[src/rtl/scsi_dispatch_pkg.sv]
package scsi_dispatch_pkg;
  localparam int unsigned CMD_W = 8;
  localparam int unsigned OP_W  = CMD_W - 1;
  localparam int unsigned ISR_W = 8;
  localparam int unsigned PH_W  = 3;

  typedef enum logic [1:0] {
    CONN_IDLE = 2'd0,
    CONN_INIT = 2'd1,
    CONN_TGT  = 2'd2
  } conn_e;

  localparam logic [ISR_W-1:0] ISR_BUS_RST = 8'h80;
  localparam logic [ISR_W-1:0] ISR_ILLEGAL = 8'h40;

  localparam logic [OP_W-1:0] OP_SOFT_RST = 7'h02;
  localparam logic [OP_W-1:0] OP_BUS_RST  = 7'h03;
  localparam logic [OP_W-1:0] OP_DISC     = 7'h27;
endpackage

[src/rtl/scsi_cmd_decode.sv]
module scsi_cmd_decode
  import scsi_dispatch_pkg::*;
(
  input  logic [OP_W-1:0] op_i,
  input  conn_e           conn_i,
  output logic            legal_o,
  output logic            waits_o,
  output logic            soft_rst_o,
  output logic            bus_rst_o,
  output logic            to_idle_o
);
  logic any_ok, disc_ok, init_ok, tgt_ok, quiet;

  always_comb begin
    any_ok  = (op_i <= 7'h03);
    disc_ok = (op_i >= 7'h40) && (op_i <= 7'h46);
    init_ok = (op_i inside {7'h10, 7'h11, 7'h12, 7'h18, 7'h1a, 7'h1b});
    tgt_ok  = (op_i == OP_DISC);
    quiet   = (op_i inside {7'h00, 7'h01, 7'h02, 7'h03, 7'h44, 7'h1a, 7'h1b, 7'h27});
    legal_o = any_ok
            | (disc_ok & (conn_i == CONN_IDLE))
            | (init_ok & (conn_i == CONN_INIT))
            | (tgt_ok  & (conn_i == CONN_TGT));
    waits_o    = legal_o & ~quiet;
    soft_rst_o = (op_i == OP_SOFT_RST);
    bus_rst_o  = (op_i == OP_BUS_RST);
    to_idle_o  = legal_o & ((op_i == OP_DISC) | (op_i == OP_BUS_RST));
  end
endmodule

[src/rtl/scsi_conn_track.sv]
module scsi_conn_track
  import scsi_dispatch_pkg::*;
(
  input  logic       clk_i,
  input  logic       rst_ni,
  input  logic       wipe_i,
  input  logic       accept_i,
  input  logic       waits_i,
  input  logic       to_idle_i,
  input  logic       done_i,
  input  logic [1:0] done_state_i,
  output conn_e      conn_o,
  output logic       busy_o,
  output logic       done_take_o
);
  conn_e conn_q, done_conn;
  logic  busy_q;

  assign done_take_o = done_i & busy_q & ~wipe_i;
  assign done_conn   = (done_state_i == 2'd3) ? CONN_IDLE : conn_e'(done_state_i);

  always_ff @(posedge clk_i or negedge rst_ni) begin
    if (!rst_ni) begin
      conn_q <= CONN_IDLE;
      busy_q <= 1'b0;
    end else if (wipe_i) begin
      conn_q <= CONN_IDLE;
      busy_q <= 1'b0;
    end else begin
      if (accept_i && to_idle_i)  conn_q <= CONN_IDLE;
      else if (done_take_o)       conn_q <= done_conn;
      if (accept_i && (waits_i || to_idle_i)) busy_q <= waits_i;
      else if (done_take_o)                   busy_q <= 1'b0;
    end
  end

  assign conn_o = conn_q;
  assign busy_o = busy_q;
endmodule

[src/rtl/scsi_isr_reg.sv]
module scsi_isr_reg
  import scsi_dispatch_pkg::*;
(
  input  logic             clk_i,
  input  logic             rst_ni,
  input  logic             wipe_i,
  input  logic             rd_clr_i,
  input  logic [ISR_W-1:0] set_i,
  output logic [ISR_W-1:0] isr_o
);
  logic [ISR_W-1:0] isr_q;

  // bits set in the read cycle survive the clear
  always_ff @(posedge clk_i or negedge rst_ni) begin
    if (!rst_ni)       isr_q <= '0;
    else if (wipe_i)   isr_q <= '0;
    else               isr_q <= (rd_clr_i ? '0 : isr_q) | set_i;
  end

  assign isr_o = isr_q;
endmodule

[src/rtl/scsi_cmd_dispatch.sv]
module scsi_cmd_dispatch
  import scsi_dispatch_pkg::*;
(
  input  logic             clk_i,
  input  logic             rst_ni,
  input  logic             cmd_we_i,
  input  logic [CMD_W-1:0] cmd_i,
  input  logic             cfg_rst_int_dis_i,
  input  logic             isr_re_i,
  input  logic             done_i,
  input  logic [ISR_W-1:0] done_int_i,
  input  logic [1:0]       done_state_i,
  input  logic [PH_W-1:0]  phase_i,
  output logic [ISR_W-1:0] isr_o,
  output logic [7:0]       status_o,
  output logic             irq_o,
  output logic [1:0]       conn_state_o,
  output logic             launch_o,
  output logic [OP_W-1:0]  launch_cmd_o,
  output logic             launch_dma_o
);
  conn_e            conn;
  logic             legal, waits, soft_rst, bus_rst, to_idle;
  logic             accept, wipe, busy_q, done_take;
  logic [ISR_W-1:0] set_bits, isr_q;
  logic             launch_q, dma_q;
  logic [OP_W-1:0]  op_q;

  scsi_cmd_decode u_dec (
    .op_i      (cmd_i[OP_W-1:0]),
    .conn_i    (conn),
    .legal_o   (legal),
    .waits_o   (waits),
    .soft_rst_o(soft_rst),
    .bus_rst_o (bus_rst),
    .to_idle_o (to_idle)
  );

  assign accept = cmd_we_i & legal;
  assign wipe   = accept & soft_rst;

  scsi_conn_track u_conn (
    .clk_i       (clk_i),
    .rst_ni      (rst_ni),
    .wipe_i      (wipe),
    .accept_i    (accept),
    .waits_i     (waits),
    .to_idle_i   (to_idle),
    .done_i      (done_i),
    .done_state_i(done_state_i),
    .conn_o      (conn),
    .busy_o      (busy_q),
    .done_take_o (done_take)
  );

  always_comb begin
    set_bits = '0;
    if (cmd_we_i && !legal)                         set_bits |= ISR_ILLEGAL;
    if (accept && bus_rst && !cfg_rst_int_dis_i)    set_bits |= ISR_BUS_RST;
    if (done_take)                                  set_bits |= done_int_i;
  end

  scsi_isr_reg u_isr (
    .clk_i   (clk_i),
    .rst_ni  (rst_ni),
    .wipe_i  (wipe),
    .rd_clr_i(isr_re_i),
    .set_i   (set_bits),
    .isr_o   (isr_q)
  );

  always_ff @(posedge clk_i or negedge rst_ni) begin
    if (!rst_ni) begin
      launch_q <= 1'b0;
      op_q     <= '0;
      dma_q    <= 1'b0;
    end else begin
      launch_q <= accept;
      if (accept) begin
        op_q  <= cmd_i[OP_W-1:0];
        dma_q <= cmd_i[CMD_W-1];
      end
    end
  end

  assign isr_o        = isr_q;
  assign irq_o        = |isr_q;
  assign status_o     = {irq_o, 4'b0000, phase_i};
  assign conn_state_o = conn;
  assign launch_o     = launch_q;
  assign launch_cmd_o = op_q;
  assign launch_dma_o = dma_q;
endmodule


[config.mk]
export PLATFORM = sky130hd
export DESIGN_NAME = scsi_cmd_dispatch
export DESIGN_NICKNAME = d
export VERILOG_FILES = /design/src/rtl/scsi_dispatch_pkg.sv /design/src/rtl/scsi_cmd_decode.sv /design/src/rtl/scsi_conn_track.sv /design/src/rtl/scsi_isr_reg.sv /design/src/rtl/scsi_cmd_dispatch.sv
export SDC_FILE = /design/constraint.sdc
export NUM_CORES = 1
export LEC_CHECK = 0
export ABC_AREA = 1
export BUFFER_PORTS_ARGS = -buffer_cell sky130_fd_sc_hd__buf_2
export CORE_MARGIN = 5
export CORE_UTILIZATION = 30
export DETAILED_ROUTE_END_ITERATION = 12
export PLACE_DENSITY = 0.58
export SLEW_MARGIN = 20
export SYNTH_ARGS = -nofsm -noshare
export SYNTH_HDL_FRONTEND = slang
export SYNTH_SLANG_ARGS = --single-unit
[constraint.sdc]
create_clock -name clk_i -period 2 [get_ports clk_i]
set_clock_uncertainty 0.2 [all_clocks]
set_input_delay 0.1 -clock clk_i [delete_from_list [all_inputs] [get_ports clk_i]]
set_output_delay 0.1 -clock clk_i [all_outputs]
set_load 0.005 [all_outputs]
==> impl_metrics.py, run 1 <==
metrics = {
    "outcome": {
        "outcome": "complete, no violations",
    },
    "worst_setup_path": {
        "rr_worst_depth": 6,
        "cp_num_cells": 8,
        "rrSetupSlack_ps": 230,
        "crit_buf_inv": 4,
        "cp.arrival_ps": 1830,
        "worstPathMaxFanout": 12,
        "crit_slowest_cell": "dlygate4sd3_1",
        "endpoint": "u_conn.conn_o[0]",
        "end_kind": "register",
        "path_cells": "dlygate4sd3_1, buf_2, nand2_1, inv_1, nor2_1, a31oi_1, dlygate4sd3_1, nor2_1",
        "worstSetupPathType": "input pin to register",
        "worst_setup_path_start_kind": "input pin",
        "r2r-start": "u_conn.busy_o",
        "crit_family": "buffers and inverters",
        "startpoint": "done_i",
        "crit_path_max_incr_delay_ps": 560,
        "cp.required_ps": 1950,
        "rr_endpoint": "u_conn.conn_o[0]",
    },
    "synthesis": {
        "synth_xor_area_frac": 0,
        "syn_inst": 159,
        "avgSynthCellArea_um2": 7.358,
        "synth_compound_area_frac": 0.1187,
        "synth_top_family_by_area": "simple AND/OR/NAND/NOR gates",
        "ys.warnings.count": 0,
        "ys_seq_area_frac": 0.4278,
        "synth-seq-cells": 20,
        "yosys.area_share.adder": 0,
        "syn-cell-area_um2": 1170,
        "synth.distinct_cells": 23,
        "synthMuxAreaShare": 0,
        "yosys.area_share.simple": 0.2845,
    },
    "min_path": {
        "hold_path.class": "input pin to output pin",
    },
    "placement": {
        "gp_congestion": 0.8365,
        "port_buffers": 44,
        "dpl.hpwl_mm": 2.180,
        "dp_slack_ps": 268.8,
    },
    "clock_network": {
        "clock_sinks": 20,
        "htreeDepth": 1,
        "root_buffer": "clkbuf_8",
        "clkLatencyLatePin_ps": 250,
        "cts_tree": "yes",
        "clk_pin_slew_worst_paths_ps": 70,
        "cts.path.max_buffers": 2,
        "cts_made_buffers": 3,
    },
    "floorplan": {
        "dieWidth_um": 72.45,
        "core_um2": 3716,
        "ioPinCount": 55,
        "rows": 22,
        "initial_core_util": 0.3148,
        "die_h_um": 72.45,
        "dieArea_um2": 5248,
    },
    "cells_and_area": {
        "final_core_util": 0.4387,
        "drive_gt1_frac": 0.2995,
        "antenna_cells": 0,
        "nets": 245,
        "fill_cells": 391,
        "area_growth_pct": 39.36,
    },
    "timing": {
        "min_period_over_period": 0.9387,
        "hold_viol_final": 0,
        "rsz0062_at_grt": "false",
        "final-setup-viol-count": 0,
        "max_freq_ghz": 0.5327,
        "finalCriticalPeriod_ps": 1877,
        "hold-worst-slack_ps": 0.002241,
        "tns_ps": 0,
        "report.final.slew_viol_count": 0,
        "setup_slack_ps": 122.7,
    },
    "power_and_ir_drop": {
        "peakVddDrop_mv": 0.2174,
        "fin_total_pwr_mw": 1.329,
        "p_leak_nw": 0.8938,
        "power_density_nw_per_um2": 815.3,
    },
    "routing": {
        "drt_first_pass_iters": 4,
        "wl_per_cell_um": 11.10,
        "routed_wl_mm": 2.942,
        "drtIter0Drc": 47,
        "vias": 1165,
        "via_per_inst": 4.396,
        "final_antenna_net_count": 0,
        "drcViolationCount": 0,
    },
    "global_route": {
        "grt-ovfl-total": 0,
        "antenna_found_initial": 0,
        "grt.total_usage": 0.1121,
        "first_global_vias": 1017,
        "grt_max_degree": 21,
        "grt_pass1_wl_mm": 4.629,
    },
    "job": {
        "cap_violations": 0,
    },
}
==> power by group <==
part,internal [mW],switching [mW]
combinational,0.221,0.215
clock,0.175,0.132
sequential,0.519,0.0679
total,0.914,0.415
==> state kept, by name, indices dropped and copies added, names as in the netlist <==
register	count
u_conn.busy_o	1
launch_dma_o	1
launch_o	1
u_conn.conn_o	2
u_isr.isr_o	8
launch_cmd_o	7
==> cell families (layout without fill, tap and decap cells) <==
| logic type | count (synthesis) | after routing |
|---|---|---|
| buf+inv | 41 | 96 |
| compound gates | 23 | 23 |
| simple gates | 74 | 74 |
| other cells | 1 | 4 |
| flops | 20 | 20 |
==> Yosys cell counts <==
cell type,instances,area (um2)
a21oi_1,2,10.01
a31oi_1,1,6.260
buf_4,8,60.06
buf_6,1,11.26
clkbuf_1,1,3.750
conb_1,1,3.750
dfrtp_1,20,500.5
inv_1,27,101.4
inv_2,3,11.26
inv_4,1,6.260
nand2_1,37,138.9
nand2_2,3,18.77
nand2_4,1,11.26
nand3_1,7,35.03
nand3_2,1,10.01
nand4_1,4,25.02
nor2_1,15,56.30
nor3_1,3,15.01
nor3_2,1,10.01
nor4_1,2,12.51
o21ai_0,12,60.06
o21ai_1,2,10.01
o21ai_2,6,52.55
==> area by class of cell <==
class / instances / area [um2] / area share
clock buffers: 4 / 55.05 / 0.03377
multi-input cells: 101 / 503.0 / 0.3085
flip-flops and latches: 20 / 500.5 / 0.3070
well taps: 48 / 60.06 / 0.03684
repair buffers: 61 / 390.4 / 0.2394
inverters: 31 / 121.4 / 0.07444
==> placed cells by master, fill, tap and decap left out <==
master	n
conb_1	4
a21oi_1	2
nor2_1	15
o21ai_2	6
inv_2	3
nand2_8	1
nand4_1	4
nand3_2	1
nor3_2	1
o21ai_0	12
dfrtp_1	20
nor3_1	3
a31oi_1	1
inv_1	27
o21ai_1	2
nand3_1	7
clkbuf_8	4
inv_6	1
nand2_4	1
nand2_1	36
nor4_1	2
buf_2	44
nand2_2	3
dlygate4sd3_1	17
==> metrics by stage <==
step | area, um2 | instances
final | 1630 | 265
after global routing | 1630 | 265
after CTS | 1612 | 265
after detailed placement | 1386 | 244
after global placement | 1386 | 244
after floorplan | 1181 | 162
==> per-layer routing <==
layer | global-route usage | part of all wire | vias up
met4 | 0.05123 | 0.020 | 0
met2 | 0.1840 | 0.48 | 43
met3 | 0.01662 | 0.068 | 4
li1 | - | - | 599
met5 | 0 | 0 | -
met1 | 0.1451 | 0.43 | 519
==> timing repair <==
| action | CTS | global route |
|---|---|---|
| gates resized for setup | 0 | 4 |
| hold endpoints to repair | 35 | 0 |
| hold buffers | 17 | 0 |
| setup endpoints to repair | 0 | 3 |
| buffers inserted | 0 | 0 |
==> worst min path at each step <==
stage	startpoint	end	slack (ps)	depth (start not counted)
after global routing	phase_i[2]	status_o[2]	0.02	0
after global placement	rst_ni	launch_cmd_o[3]	-130	1
after CTS	phase_i[0]	status_o[0]	0.03	0
final	phase_i[2]	status_o[2]	0.002	0
after floorplan	rst_ni	launch_cmd_o[0]	-400	0
after detailed placement	rst_ni	launch_cmd_o[3]	-120	1
(Power assumes the default switching activity.)
==> run 2: changes to the inputs <==
--- a/config.mk
+++ b/config.mk
@@ -9,7 +9,7 @@
 export BUFFER_PORTS_ARGS = -buffer_cell sky130_fd_sc_hd__buf_2
 export CORE_MARGIN = 5
-export CORE_UTILIZATION = 30
+export CORE_UTILIZATION = 44
 export DETAILED_ROUTE_END_ITERATION = 12
-export PLACE_DENSITY = 0.58
+export PLACE_DENSITY = 0.78
 export SLEW_MARGIN = 20
 export SYNTH_ARGS = -nofsm -noshare
==> constraint.sdc (replaced) <==
create_clock -name clk_i -period 2 [get_ports clk_i]
set_clock_uncertainty 0.2 [all_clocks]
set_input_delay 0.4 -clock clk_i [delete_from_list [all_inputs] [get_ports clk_i]]
set_output_delay 0.4 -clock clk_i [all_outputs]
set_load 0.005 [all_outputs]
==> run 2 against run 1 <==
Compared with the run above:
- core utilization grew 13 points
- largest cell class is now flip-flops and latches
- worst hold slack improved by 99 ps
- largest power group unchanged
- non-clock buffer count fell by 15
- first-iteration DRC count is 30% lower
==> impl_metrics.py, run 2 (synthesized netlist as in run 1, its figures left out) <==
metrics = {
    "outcome": {
        "outcome": "complete, no violations",
    },
    "power_and_ir_drop": {
        "p_sw_uw": 389.4,
        "p_seq_frac": 0.492,
        "swShare": 0.3226,
        "p_int_uw": 817.9,
        "fin_total_pwr_mw": 1.207,
        "pwr-share-comb": 0.325,
        "peakVddDrop_mv": 0.5087,
        "p_leak_nw": 0.8320,
        "pwr-share-clk": 0.183,
        "power_density_nw_per_um2": 851.7,
    },
    "worst_setup_path": {
        "crit_family": "flip-flops",
        "crit_path_max_incr_delay_ps": 410,
        "rrSetupSlack_ps": 260,
        "crit_buf_inv": 1,
        "worstSetupPathType": "register to output pin",
        "worstPathMaxFanout": 3,
        "path_cells": "nor4_1, nand2_1, buf_2",
        "cp.arrival_ps": 1220,
        "crit_slowest_cell": "dfrtp_1",
        "r2r-start": "u_conn.conn_o[1]",
        "worst_setup_path_start_kind": "register",
        "rr_endpoint": "u_conn.conn_o[0]",
        "cp.required_ps": 1400,
        "end_kind": "output pin",
        "rr_worst_depth": 10,
    },
    "job": {
        "cap_violations": 0,
    },
    "floorplan": {
        "core_um2": 2500,
        "initial_core_util": 0.4680,
        "rows": 18,
        "die_h_um": 61.57,
        "dieWidth_um": 61.57,
        "dieArea_um2": 3790,
        "ioPinCount": 55,
    },
    "placement": {
        "port_buffers": 44,
        "dp.cells": 227,
        "dpl.hpwl_mm": 2.116,
        "gp_congestion": 0.9675,
    },
    "routing": {
        "wl_per_cell_um": 11.28,
        "via_per_inst": 4.677,
        "drt_first_pass_iters": 4,
        "vias": 1085,
        "routed_wl_mm": 2.616,
        "drcViolationCount": 0,
        "final_antenna_net_count": 0,
        "drtIter0Drc": 33,
    },
    "clock_network": {
        "clk_pin_slew_worst_paths_ps": 100,
        "root_buffer": "clkbuf_4",
        "cts_made_buffers": 3,
        "clkLatencyLatePin_ps": 290,
        "htreeDepth": 1,
        "cts_tree": "yes",
        "cts.path.max_buffers": 2,
        "clock_sinks": 20,
    },
    "min_path": {
        "min_to": "launch_dma_o",
        "holdCritStartpoint": "cmd_i[7]",
        "hold_path.class": "input pin to register",
        "hold_depth": 3,
    },
    "cells_and_area": {
        "largest_register_ffs": 8,
        "instances_no_fill": 232,
        "final_cell_mix": "buf_2 (44), nand2_1 (37), inv_1 (27)",
        "layout_commonest_cell": "buf_2",
        "drive_gt1_frac": 0.3218,
        "final_core_util": 0.5671,
        "area_growth_pct": 21.18,
        "antenna_cells": 0,
        "nets": 230,
    },
    "timing": {
        "report.final.slew_viol_count": 0,
        "tns_ps": 0,
        "min_period_over_period": 0.9117,
        "hold-worst-slack_ps": 99.18,
        "hold_viol_final": 0,
        "finalCriticalPeriod_ps": 1823,
        "rsz0062_at_grt": "false",
        "final-setup-viol-count": 0,
        "max_freq_ghz": 0.5485,
    },
    "global_route": {
        "antenna_found_initial": 0,
        "grt_pass1_wl_mm": 4.029,
        "grt_max_degree": 21,
        "grt.total_usage": 0.1419,
        "grt-ovfl-total": 0,
        "first_global_vias": 992,
    },
}
==> run 2: changes by cell type in the layout (fill, tap and decap cells not counted), sizes merged <==
cell and delta:
dlygate4sd3 -16, buf +1
==> run 2: worst max-delay path by stage <==
stage / from / endpoint / slack [ps] / depth (start not counted)
after detailed placement: cmd_i[6] / u_conn.conn_o[0] / 130 / 11
after CTS: u_isr.isr_o[1] / irq_o / 160 / 3
after global placement: cmd_i[6] / u_conn.conn_o[1] / 160 / 11
after global routing: u_isr.isr_o[2] / irq_o / 40 / 3
after floorplan: u_conn.conn_o[1] / launch_cmd_o[4] / 450 / 9
final: u_isr.isr_o[2] / irq_o / 180 / 3
==> run 2: worst register-to-register path: stages (launching register included) <==
cell	delay (ps)
dfrtp_1	430
o21ai_0	170
nand2_1	60
nor2_1	80
nand3_1	90
nand2_2	150
nand2_4	150
inv_4	100
nand2_2	60
nand2_1	100
nor2_1	50
==> run 2: cell type report <==
type	instances	area, um2
multi-input cells	101	486.7
repair buffers	46	237.7
fillers	238	1082
well taps	30	37.54
clock buffers	4	36.28
inverters	31	118.9
flip-flops and latches	20	500.5
==> run 2: stage by stage <==
step	area (um2)	setup WS [ps]
after global placement	1371	164.3
after detailed placement	1371	131.8
after global routing	1418	44.00
after CTS	1418	159.7
final	1418	176.7
after floorplan	1181	451.8
==> run 2: power groups by stage <==
stage | Clock (mW) | Combinational (mW) | Sequential [mW]
floorplan | 0 | 0.212 | 0.603
global placement | 0 | 0.393 | 0.601
detailed placement | 0 | 0.397 | 0.603
CTS | 0.230 | 0.400 | 0.595
global route | 0.243 | 0.451 | 0.611
finish | 0.221 | 0.392 | 0.594
==> run 2: routing by layer <==
metal,share of wire,up-vias,wire length (um),track usage
li1,-,571,-,-
met1,0.45,478,1170,0.1837
met2,0.47,32,1233,0.2272
met3,0.061,4,160,0.02725
met4,0.019,0,51,0.06667
met5,0,-,0,0
==> run 2: what timing repair did <==
item	CTS	global route
setup buffers	0	0
hold buffers	1	0
gates resized for setup	0	0
setup endpoints to repair	0	0
endpoints found under the hold margin	20	0
